===== src/rtl/jla_pkg.sv =====
package jla_pkg;

  // Clamp a link-delay code into [lo, hi] and return the pipeline tap index.
  function automatic int link_tap(input int code, input int lo, input int hi);
    int l;
    l = code;
    if (l < lo) l = lo;
    if (l > hi) l = hi;
    return l - 1;
  endfunction

endpackage


===== src/rtl/jla_bit_pipe.sv =====
module jla_bit_pipe #(
  parameter int   DEPTH   = 5,
  parameter int   SEL_W   = 3,
  parameter logic RST_VAL = 1'b0
) (
  input  logic             clk,
  input  logic             rst_n,
  input  logic             shift_en,
  input  logic             din,
  input  logic [SEL_W-1:0] sel,
  output logic             dout
);

  logic [DEPTH-1:0] stage_q;

  always_ff @(posedge clk or negedge rst_n) begin
    if (!rst_n)        stage_q <= {DEPTH{RST_VAL}};
    else if (shift_en) stage_q <= {stage_q[DEPTH-2:0], din};
  end

  assign dout = stage_q[sel];

  AST_PIPE_CAPTURE: assert property (@(posedge clk) disable iff (!rst_n)
    shift_en |=> stage_q[0] == $past(din));
  AST_PIPE_HOLD: assert property (@(posedge clk) disable iff (!rst_n)
    !shift_en |=> $stable(stage_q));
  AST_PIPE_SEL_RANGE: assert property (@(posedge clk) disable iff (!rst_n)
    int'(sel) < DEPTH);

endmodule


===== src/rtl/jla_fine_launch.sv =====
module jla_fine_launch #(
  parameter int   OFS_W   = 3,
  parameter logic RST_VAL = 1'b0
) (
  input  logic             clk,
  input  logic             rst_n,
  input  logic             trig,
  input  logic [OFS_W-1:0] ofs,
  input  logic             din,
  output logic             pin,
  output logic             fire
);

  logic             armed_q;
  logic [OFS_W-1:0] cnt_q;

  assign fire = armed_q && (cnt_q == '0);

  // A trigger while armed restarts the countdown with the new offset.
  always_ff @(posedge clk or negedge rst_n) begin
    if (!rst_n) begin
      armed_q <= 1'b0;
      cnt_q   <= '0;
    end else if (trig) begin
      armed_q <= 1'b1;
      cnt_q   <= ofs;
    end else if (fire) begin
      armed_q <= 1'b0;
    end else if (armed_q) begin
      cnt_q   <= cnt_q - 1'b1;
    end
  end

  always_ff @(posedge clk or negedge rst_n) begin
    if (!rst_n)    pin <= RST_VAL;
    else if (fire) pin <= din;
  end

  // Checker state: ticks elapsed since the last trigger and the offset it carried.
  logic [OFS_W:0]   age_q;
  logic [OFS_W-1:0] ofs_seen_q;
  always_ff @(posedge clk or negedge rst_n) begin
    if (!rst_n) begin
      age_q      <= '0;
      ofs_seen_q <= '0;
    end else if (trig) begin
      age_q      <= '0;
      ofs_seen_q <= ofs;
    end else if (armed_q) begin
      age_q      <= age_q + 1'b1;
    end
  end

  AST_FIRE_AT_OFFSET: assert property (@(posedge clk) disable iff (!rst_n)
    fire |-> age_q == {1'b0, ofs_seen_q});
  AST_PIN_QUIET: assert property (@(posedge clk) disable iff (!rst_n)
    !fire |=> $stable(pin));
  AST_FIRE_SINGLE: assert property (@(posedge clk) disable iff (!rst_n)
    (fire && !trig) |=> !fire);

endmodule


===== src/rtl/jtag_launch_aligner.sv =====
module jtag_launch_aligner #(
  parameter int OFS_W    = 3,
  parameter int LINK_W   = 3,
  parameter int MIN_LINK = 3,
  parameter int MAX_LINK = 5
) (
  input  logic              clk,
  input  logic              rst_n,
  input  logic              rck_rise,
  input  logic              rck_fall,
  input  logic              tms_next,
  input  logic              tdi_next,
  input  logic              tdo_pin,
  input  logic              cfg_launch_fall,
  input  logic [LINK_W-1:0] cfg_link_dly,
  input  logic [OFS_W-1:0]  cfg_tms_ofs,
  input  logic [OFS_W-1:0]  cfg_tdi_ofs,
  output logic              tms_pin,
  output logic              tdi_pin,
  output logic              tdo_bit,
  output logic              tdo_strb
);

  localparam int TAP_W = (MAX_LINK > 1) ? $clog2(MAX_LINK) : 1;
  // Lane order: 0 = TMS, 1 = TDI, 2 = TDO; bit value is the lane's idle level.
  localparam logic [2:0] LANE_IDLE = 3'b001;

  logic [TAP_W-1:0] tap_sel;
  logic             launch_trig;
  logic [2:0]       lane_din;
  logic [2:0]       lane_tap;
  logic [1:0]       lane_pin;
  logic [1:0]       lane_fire;
  logic [1:0][OFS_W-1:0] lane_ofs;

  assign tap_sel     = TAP_W'(jla_pkg::link_tap(int'(cfg_link_dly), MIN_LINK, MAX_LINK));
  assign launch_trig = cfg_launch_fall ? rck_fall : rck_rise;
  assign lane_din    = {tdo_pin, tdi_next, tms_next};
  assign lane_ofs    = {cfg_tdi_ofs, cfg_tms_ofs};

  for (genvar gi = 0; gi < 3; gi++) begin : g_lane_pipe
    jla_bit_pipe #(
      .DEPTH  (MAX_LINK),
      .SEL_W  (TAP_W),
      .RST_VAL(LANE_IDLE[gi])
    ) u_pipe (
      .clk     (clk),
      .rst_n   (rst_n),
      .shift_en(rck_rise),
      .din     (lane_din[gi]),
      .sel     (tap_sel),
      .dout    (lane_tap[gi])
    );
  end

  for (genvar gl = 0; gl < 2; gl++) begin : g_launch
    jla_fine_launch #(
      .OFS_W  (OFS_W),
      .RST_VAL(LANE_IDLE[gl])
    ) u_launch (
      .clk  (clk),
      .rst_n(rst_n),
      .trig (launch_trig),
      .ofs  (lane_ofs[gl]),
      .din  (lane_tap[gl]),
      .pin  (lane_pin[gl]),
      .fire (lane_fire[gl])
    );
  end

  assign tms_pin = lane_pin[0];
  assign tdi_pin = lane_pin[1];
  assign tdo_bit = lane_tap[2];

  always_ff @(posedge clk or negedge rst_n) begin
    if (!rst_n) tdo_strb <= 1'b0;
    else        tdo_strb <= rck_rise;
  end

  AST_STRB_AFTER_RISE: assert property (@(posedge clk) disable iff (!rst_n)
    rck_rise |=> tdo_strb);
  AST_STRB_NO_RISE: assert property (@(posedge clk) disable iff (!rst_n)
    !rck_rise |=> !tdo_strb);
  AST_TMS_LAUNCH_VALUE: assert property (@(posedge clk) disable iff (!rst_n)
    lane_fire[0] |=> tms_pin == $past(lane_tap[0]));
  AST_TDI_LAUNCH_VALUE: assert property (@(posedge clk) disable iff (!rst_n)
    lane_fire[1] |=> tdi_pin == $past(lane_tap[1]));
  AST_TDO_HOLD: assert property (@(posedge clk) disable iff (!rst_n)
    (!rck_rise && $stable(cfg_link_dly)) |=> $stable(tdo_bit));

endmodule


===== config.mk =====
export PLATFORM = sky130hd
export DESIGN_NAME = jtag_launch_aligner
export DESIGN_NICKNAME = d
export VERILOG_FILES = /design/src/rtl/jla_pkg.sv /design/src/rtl/jla_bit_pipe.sv /design/src/rtl/jla_fine_launch.sv /design/src/rtl/jtag_launch_aligner.sv
export SDC_FILE = /design/constraint.sdc
export NUM_CORES = 1
export LEC_CHECK = 0
export BUFFER_PORTS_ARGS = -buffer_cell sky130_fd_sc_hd__buf_4
export CORE_MARGIN = 5
export CORE_UTILIZATION = 55
export DETAILED_ROUTE_END_ITERATION = 10
export PLACE_DENSITY_LB_ADDON = 0.3
export SYNTH_ARGS = -nofsm -noshare
export SYNTH_HDL_FRONTEND = slang
export SYNTH_HIERARCHICAL = 1
export SYNTH_SLANG_ARGS = --single-unit

===== constraint.sdc =====
create_clock -name clk -period 3.4 [get_ports clk]
set_input_delay 0.51 -clock clk [delete_from_list [all_inputs] [get_ports clk]]
set_output_delay 0.51 -clock clk [all_outputs]
set_load 0.03 [all_outputs]

==> flow_summary.ini, run 1 <==
[routing]
wl_um = 2300
antenna_left = 0
wire_per_inst_um = 14.2
drc = 0
dr.pass1.iters = 4
drt_iter0_markers = 7
viasPerCell = 5.48
vias = 887

[timing]
period_needed_ns = 2.56
tightest_slew_ns = 0.379
clock-skew-final_ns = 0.000852
relSlewSlack_pct = 74.4
rsz0062_at_grt = no
period_share_pct = 75.4
hold_viol = 0
tns_ns = 0
setup_violations = 0
setup_ws_ns = 0.838
maxSlewViolCount = 0
max_freq_ghz = 0.390

[cts]
numCtsBuffers = 3
cts_tree = yes
post_cts_resize_count = 0
cts_post_setup_buffers_inserted = 0
cts-htree-levels = 1
cts_root_buffer = clkbuf_4
cts.hold.buffers_added = 0
clkTransAtPathRegs_ns = 0.13
clkSinkCount = 26
insertion_delay_ns = 0.32
clockBufferDepth = 2

[synthesis]
synth_common_cells = dfrtp_1 (20), mux2_2 (15), nand2_1 (8)
synth_xor_area_share_pct = 0.654
synth_area_mm2 = 0.00134
synth_cell_type_count = 24
synth_nets = 131
synth-adder-area-share_pct = 4.67
yosysWarnings = 6
synth-edff-count = 0
synth_compound_area_share_pct = 7.00
synth.area.mux_share_pct = 23.1
ys.flop_type = dfrtp_1
netlist.area_leader.share_pct = 37.3
avgSynthCellArea_um2 = 12.3
syn_inst = 109
synth.most_common_cell = dfrtp_1
synth_seq_cells = 26
yosysTopAreaCell = dfrtp_1
seq_area_frac_synth_pct = 49.1
synthSimpleGateAreaFrac_pct = 13.8
synthArstFlopShare_pct = 100
synth_top_family_by_area = multiplexers
synth_area_leaders = dfrtp_1 (37%), mux2_2 (13%), dfstp_2 (12%)

[finish]
syn2layout_area_growth_pct = 17.0
final_cells = 162
layout.nets = 157
drive_above_1_share_pct = 43.3
n_fill_cell = 178
regArea_um2 = 658
final_area_mm2 = 0.00157
diodes = 0
multiInputGateArea_um2 = 664

[placement]
placed_cell_area_mm2 = 0.00154
place_congestion = 0.742
io_buffers = 20
dp_hpwl_um = 1760
place_ws_ns = 0.819
place_inst = 158

[die]
fp.dieW_um = 59.4
initial_core_util_pct = 58.9
fp-row-count = 17
io_pins = 21
dieHeight_um = 59.4
dieArea_mm2 = 0.00352
fp.coreArea_mm2 = 0.00228

[critical_path]
critPathKind = in -> out
r2r_cells = 5
path_max_fanout = 10
rr_endpoint = g_launch[1].u_launch/pin
critPathLaunchType = primary input
cp-end-kind = output port
crit_required_ns = 2.89
r2r_setup_slack_ns = 1.93
arrival_ns = 2.05
r2r_start = g_launch[1].u_launch/cnt_q[0]

[run]
maxCapViolations = 0

[global_route]
antenna_found_initial = 0
grt_util_all_layers_pct = 15.8
grt_pass1_wl_um = 4170
grt_max_degree = 27
overflow = 0
grt_pass1_vias = 920

[power_and_ir_drop]
power.density_mw_per_mm2 = 593
total_power_uw = 929
power.leakage_uw = 0.000735
ir_worst_vdd_v = 0.000380

[outcome]
status = finished clean

[worst_hold_path]
hold_path.class = in -> async
## placed cells by master (no fill, tap or decap), types with 3 or more instances in the layout
master    synthesis  layout
dfrtp_1          20      20
ha_1              5       5
buf_4             0      22
mux2_2           15      15
nand3b_2          3       3
mux2i_1           5       5
dfstp_2           6       6
nand2b_1          4       4
nor2_1            7       7
nand2_1           8       8
o311ai_1          3       3
mux2_4            6       6
nand3_1           3       3
inv_1             5       5
clkbuf_4          0       3
## worst max-delay path by stage
stage	from	to	slack [ns]	cells past startpoint
finish	cfg_link_dly[1]	tdo_bit	0.84	9
global route	cfg_link_dly[1]	tdo_bit	0.65	9
CTS	cfg_link_dly[1]	tdo_bit	0.81	9
detailed placement	cfg_link_dly[1]	tdo_bit	0.82	9
global placement	cfg_link_dly[2]	tdo_bit	0.90	9
floorplan	cfg_link_dly[1]	tdo_bit	0.21	5
## layer usage
| layer | GRT usage, % | vias up | part of all wire [%] |
|---|---|---|---|
| li1 | - | 440 | - |
| met1 | 19.6 | 426 | 46 |
| met2 | 26.2 | 16 | 49 |
| met3 | 2.61 | 5 | 3.6 |
| met4 | 7.77 | 0 | 2.0 |
| met5 | 0 | - | 0 |
## critical path, cell delays in order
cell	delay, ns
buf_4	0.11
nor3b_2	0.16
buf_4	0.20
ha_1	0.18
xor2_1	0.17
buf_4	0.19
mux2i_1	0.09
o311ai_1	0.23
buf_4	0.21
## final cells by class
type | instances | share of cell area, %
multi-input cells | 77 | 42.4
flip-flops and latches | 26 | 42.0
repair buffers | 22 | 10.5
well taps | 28 | 2.23
clock buffers | 4 | 1.68
inverters | 5 | 1.20
## registers in the layout, indices dropped and copies added, names as in the netlist
signal / flops
tdo_strb: 1
g_lane_pipe.u_pipe/stage_q: 15
g_launch.u_launch/cnt_q: 6
g_launch.u_launch/pin: 2
g_launch.u_launch/armed_q: 2
## power breakdown
| part | switching [µW] | internal (µW) | leakage [µW] |
|---|---|---|---|
| registers | 55.0 | 399 | 0.000296 |
| clock network | 88.6 | 46.0 | 0.0000150 |
| logic | 158 | 182 | 0.000424 |
| total | 302 | 627 | 0.000735 |
## stage by stage
step / hold WS [ns] / utilization, %
global route: 0.0580 / 68.9
CTS: 0.0594 / 68.9
detailed placement: 0.434 / 67.7
finish: 0.0623 / 68.9
global placement: 0.425 / 67.7
floorplan: 0.214 / -
## kinds of logic (layout without fill, tap and decap cells)
family,after synthesis,in the layout
AOI/OAI and AO/OA,13,13
xor gates and xnor gates,1,1
adders and majority gates,5,5
buffers and inverters,6,31
DFF,26,26
muxes,26,26
and+or+nand+nor,32,32
Power figures use the tool's default switching activity.
==> run 2, diff against run 1 <==
==> constraint.sdc (replaced) <==
create_clock -name clk -period 2.48 [get_ports clk]
set_input_delay 0.372 -clock clk [delete_from_list [all_inputs] [get_ports clk]]
set_output_delay 0.372 -clock clk [all_outputs]
set_load 0.03 [all_outputs]
==> flow_summary.ini, run 2 (synthesis results as in run 1) <==
[power_and_ir_drop]
clockPowerShare_pct = 15.4
p_sw_share_pct = 31.7
power.density_mw_per_mm2 = 810
seq_power_share_pct = 47.7
power.switching_uw = 416
p_int_uw = 895
combPwrFrac_pct = 36.8
ir_worst_vdd_v = 0.000676
power.leakage_uw = 0.000758

[cts]
clkSinkCount = 26
clkTransAtPathRegs_ns = 0.13
numCtsBuffers = 3
cts_root_buffer = clkbuf_4
cts-htree-levels = 1
clockBufferDepth = 2
cts_post_setup_buffers_inserted = 0
cts_tree = yes
insertion_delay_ns = 0.31

[global_route]
antenna_found_initial = 0
grt_pass1_vias = 959
grt_max_degree = 27
grt_pass1_wl_um = 4080
grt_util_all_layers_pct = 14.9
overflow = 0

[placement]
dp_hpwl_um = 1740
place_inst = 159
place_congestion = 0.760
io_buffers = 20
place_ws_ns = 0.327

[finish]
drive_above_1_share_pct = 44.9
syn2layout_area_growth_pct = 20.8
layout.nets = 159
final_cells = 164
most-common-layout-cells = buf_4 (23), dfrtp_1 (20), mux2_2 (15), nand2_1 (8), nor2_1 (7)
regMostFlops = g_lane_pipe.u_pipe/stage_q
final_common_cell = buf_4
n_fill_cell = 155
diodes = 0
largest_reg_flops = 15
largestRegisters = g_lane_pipe.u_pipe/stage_q (15), g_launch.u_launch/cnt_q (6)

[critical_path]
crit_required_ns = 2.11
critPathKind = in -> out
path_max_fanout = 5
critical_path.max_stage_delay_ns = 0.26
critPathLaunchType = primary input
path_cells = buf_4, nor3b_4, ha_1, xor2_1, buf_4, nor2_1, nand3_1, o311ai_4, buf_4
cp_top_family = buffers and inverters
cpMaxStageDelayCell = xor2_1
arrival_ns = 1.78
crit_path_frequent_cell = buf_4
cp-end-kind = output port
path_buf_inv = 3

[die]
io_pins = 21
dieHeight_um = 59.4
fp-row-count = 17
fp.dieW_um = 59.4
dieArea_mm2 = 0.00352
initial_core_util_pct = 58.9
fp.coreArea_mm2 = 0.00228

[timing]
setup_violations = 0
relSlewSlack_pct = 76.0
maxSlewViolCount = 0
tns_ns = 0
hold_viol = 0
tightest_slew_ns = 0.359
rsz0062_at_grt = no
period_share_pct = 86.9
period_needed_ns = 2.15
max_freq_ghz = 0.464
setup_ws_ns = 0.325
clock-skew-final_ns = 0.00796

[run]
maxCapViolations = 0

[routing]
dr.pass1.iters = 4
drc = 0
drt_iter0_markers = 33
wl_um = 2290
antenna_left = 0
viasPerCell = 5.47
vias = 897
wire_per_inst_um = 14.0

[worst_hold_path]
hold_path.class = in -> reg

[outcome]
status = finished clean
## run 2: changes by cell type in the layout (fill, tap and decap cells not counted)
cell	delta
o311ai_4	+1
clkbuf_8	+1
dlygate4sd3_1	+1
nor3b_4	+1
nor3b_2	-1
buf_4	+1
o311ai_1	-1
clkbuf_1	-1
## run 2: worst paths after layout
path / start / endpoint / slack [ns] / cells after the start
min in group asynchronous: rst_n / g_launch[1].u_launch/armed_q / 0.48 / 2
min: cfg_tdi_ofs[1] / g_launch[1].u_launch/cnt_q[1] / 0.26 / 3
max in group asynchronous: rst_n / g_lane_pipe[0].u_pipe/stage_q[4] / 1.69 / 2
max reg2reg: g_launch[1].u_launch/cnt_q[0] / g_launch[1].u_launch/pin / 1.03 / 5
min reg2reg: g_lane_pipe[1].u_pipe/stage_q[4] / g_lane_pipe[1].u_pipe/stage_q[4] / 0.53 / 1
max: cfg_link_dly[1] / tdo_bit / 0.33 / 9
## run 2: final cells by class
cell class,count,area (µm²),share of cell area (%)
Multi-Input combinational cell,77,688,42.5
Clock buffer,4,36.3,2.24
Inverter,5,18.8,1.16
Tap cell,28,35.0,2.16
Timing Repair Buffer,24,183,11.3
Sequential cell,26,658,40.6
## run 2: layer usage
metal | GRT usage [%] | up-vias | wire length [µm]
met3 | 2.40 | 2 | 80
met5 | 0 | - | 0
met1 | 19.6 | 433 | 1070
met4 | 6.15 | 0 | 12
li1 | - | 445 | -
met2 | 24.3 | 17 | 1130
## run 2: worst min-delay path: stages
cell and delay, ns:
buf_4 0.07, nand2_1 0.03, o21ai_1 0.06
## run 2: stage by stage
step	cell area, µm²	hold WS [ns]	utilization (%)	total power (µW)
floorplan	1370	0.0764	-	977
detailed placement	1570	0.293	69.1	1120
global placement	1570	0.291	69.1	1090
global route	1620	0.261	71.1	1410
finish	1620	0.262	71.1	1310
CTS	1620	0.256	71.1	1320
## run 2: power groups by stage
stage                     registers [µW]  clock network, µW  logic, µW
final                                626                203        483
after floorplan                      642                  0        335
after global routing                 643                231        535
after CTS                            625                212        487
after global placement               627                  0        460
after detailed placement             632                  0        485
## run 2: repair_timing
item                       in CTS  in global routing
setup endpoints to repair       0                  0
hold buffers                    1                  0
gates resized for setup         0                  0
hold endpoints to repair       20                  0
==> run 3, diff against run 2 <==
--- a/config.mk
+++ b/config.mk
@@ -9,7 +9,8 @@
 export CORE_MARGIN = 5
 export CORE_UTILIZATION = 55
 export DETAILED_ROUTE_END_ITERATION = 10
-export PLACE_DENSITY_LB_ADDON = 0.3
+export GPL_TIMING_DRIVEN = 0
+export PLACE_DENSITY = 0.78
 export SYNTH_ARGS = -nofsm -noshare
 export SYNTH_HDL_FRONTEND = slang
 export SYNTH_HIERARCHICAL = 1
==> constraint.sdc (replaced) <==
create_clock -name clk -period 2.48 [get_ports clk]
set_input_delay 0.124 -clock clk [delete_from_list [all_inputs] [get_ports clk]]
set_output_delay 0.124 -clock clk [all_outputs]
set_load 0.03 [all_outputs]
==> flow_summary.ini, run 3 (synthesis results as in run 1) <==
[placement]
dp_hpwl_um = 1660
placed_cell_area_mm2 = 0.00153
io_buffers = 20
place_congestion = 0.725
place_ws_ns = -0.0355

[finish]
largest_reg_flops = 15
layout.nets = 161
syn2layout_area_growth_pct = 21.7
regArea_um2 = 658
multiInputGateArea_um2 = 678
drive_above_1_share_pct = 42.0
most-common-layout-cells = dfrtp_1 (20), buf_4 (20), mux2_2 (15), nand2_1 (8), nor2_1 (7)
diodes = 0
final_area_mm2 = 0.00163
n_fill_cell = 169
largestRegisters = g_lane_pipe.u_pipe/stage_q (15), g_launch.u_launch/cnt_q (6)
regMostFlops = g_lane_pipe.u_pipe/stage_q

[timing]
rsz0062_at_grt = no
setup_violations = 0
tns_ns = 0
maxSlewViolCount = 0
clock-skew-final_ns = 0.00579
relSlewSlack_pct = 66.6
fin_hold_ws_ns = 0.0326
period_share_pct = 85.7
hold_viol = 0
period_needed_ns = 2.13
tightest_slew_ns = 0.501
max_freq_ghz = 0.470
setup_ws_ns = 0.354

[cts]
cts_root_buffer = clkbuf_4
cts_tree = yes
numCtsBuffers = 3
clkSinkCount = 26
insertion_delay_ns = 0.32
clkTransAtPathRegs_ns = 0.13
cts_post_setup_buffers_inserted = 0
cts-htree-levels = 1
clockBufferDepth = 2

[routing]
dr.pass1.iters = 3
antenna_left = 0
wl_um = 2280
viasPerCell = 5.54
vias = 919
drt_iter0_markers = 21
drc = 0
wire_per_inst_um = 13.7

[critical_path]
cp_top_family = simple AND/OR/NAND/NOR gates
path_max_fanout = 10
r2r_setup_slack_ns = 1.05
path_buf_inv = 2
crit_path_frequent_cell = buf_4
crit_required_ns = 2.36
critPathLaunchType = primary input
r2r_cells = 5
arrival_ns = 2.00
cp.depth = 7
critPathKind = in -> out
path_cells = buf_4, nor3b_4, ha_1, xor2_2, mux2i_1, o311ai_1, buf_4
rr_endpoint = g_launch[1].u_launch/pin
critical_path.max_stage_delay_ns = 0.46
cp-end-kind = output port
r2r_start = g_launch[1].u_launch/cnt_q[0]
cpMaxStageDelayCell = nor3b_4

[run]
maxCapViolations = 0

[global_route]
grt_max_degree = 27
grt_pass1_wl_um = 4060
grt_util_all_layers_pct = 15.4
grt_pass1_vias = 976
antenna_found_initial = 0
overflow = 0

[worst_hold_path]
worstHoldStart = tdo_pin
hold_path.class = in -> reg
hold_depth = 2
hold_end = g_lane_pipe[2].u_pipe/stage_q[0]

[power_and_ir_drop]
total_power_uw = 1300
ir_worst_vdd_v = 0.000620
power.leakage_uw = 0.000757
power.density_mw_per_mm2 = 798

[die]
io_pins = 21
dieArea_mm2 = 0.00352
fp.coreArea_mm2 = 0.00228
fp-row-count = 17
dieHeight_um = 59.4
fp.dieW_um = 59.4
initial_core_util_pct = 58.9

[outcome]
status = finished clean
-- run 3: changes by cell type in the layout (fill, tap and decap cells not counted), sizes merged --
cell and delta:
clkbuf +1, dlygate4sd3 +4, buf -3
-- run 3: per-layer routing --
| metal | global-route usage, % | wire (µm) | vias up |
|---|---|---|---|
| li1 | - | - | 448 |
| met1 | 17.6 | 948 | 453 |
| met2 | 27.1 | 1200 | 14 |
| met3 | 2.61 | 91 | 4 |
| met4 | 7.77 | 36 | 0 |
| met5 | 0 | 0 | - |
-- run 3: how the worst max path moves through the flow --
stage,endpoint,from
global route,tdo_bit,cfg_link_dly[1]
detailed placement,g_launch[0].u_launch/pin,cfg_link_dly[1]
global placement,g_launch[1].u_launch/pin,cfg_link_dly[1]
finish,tdo_bit,cfg_link_dly[1]
CTS,tdo_bit,cfg_link_dly[1]
floorplan,tdo_bit,cfg_link_dly[1]
-- run 3: cell type report --
class | count | share of cell area, %
Multi-Input combinational cell | 77 | 41.6
Sequential cell | 26 | 40.4
Timing Repair Buffer | 25 | 12.3
Clock buffer | 4 | 2.23
Tap cell | 28 | 2.15
Inverter | 5 | 1.15
Buffer | 1 | 0.230
-- run 3: worst reg2reg max path: stages (launching register included) --
cell and delay, ns:
dfrtp_1 0.40, inv_1 0.11, ha_1 0.19, nor2b_1 0.18, and2_4 0.16, mux2_4 0.28
-- run 3: power by group --
group | internal (µW) | switching, µW
sequential | 548 | 74.9
combinational | 254 | 217
clock | 89.8 | 118
total | 891 | 410
-- run 3: repair_timing --
| action | CTS | global route |
|---|---|---|
| resized for setup | 1 | 1 |
| endpoints found under the hold margin | 30 | 0 |
| hold buffers | 5 | 0 |
| setup endpoints to repair | 1 | 1 |
-- run 3: metrics by stage --
stage / instances / utilization, %
after floorplan: 109 / -
final: 166 / 71.6
after global placement: 157 / 67.2
after detailed placement: 157 / 67.2
after global routing: 166 / 71.6
after CTS: 166 / 71.4
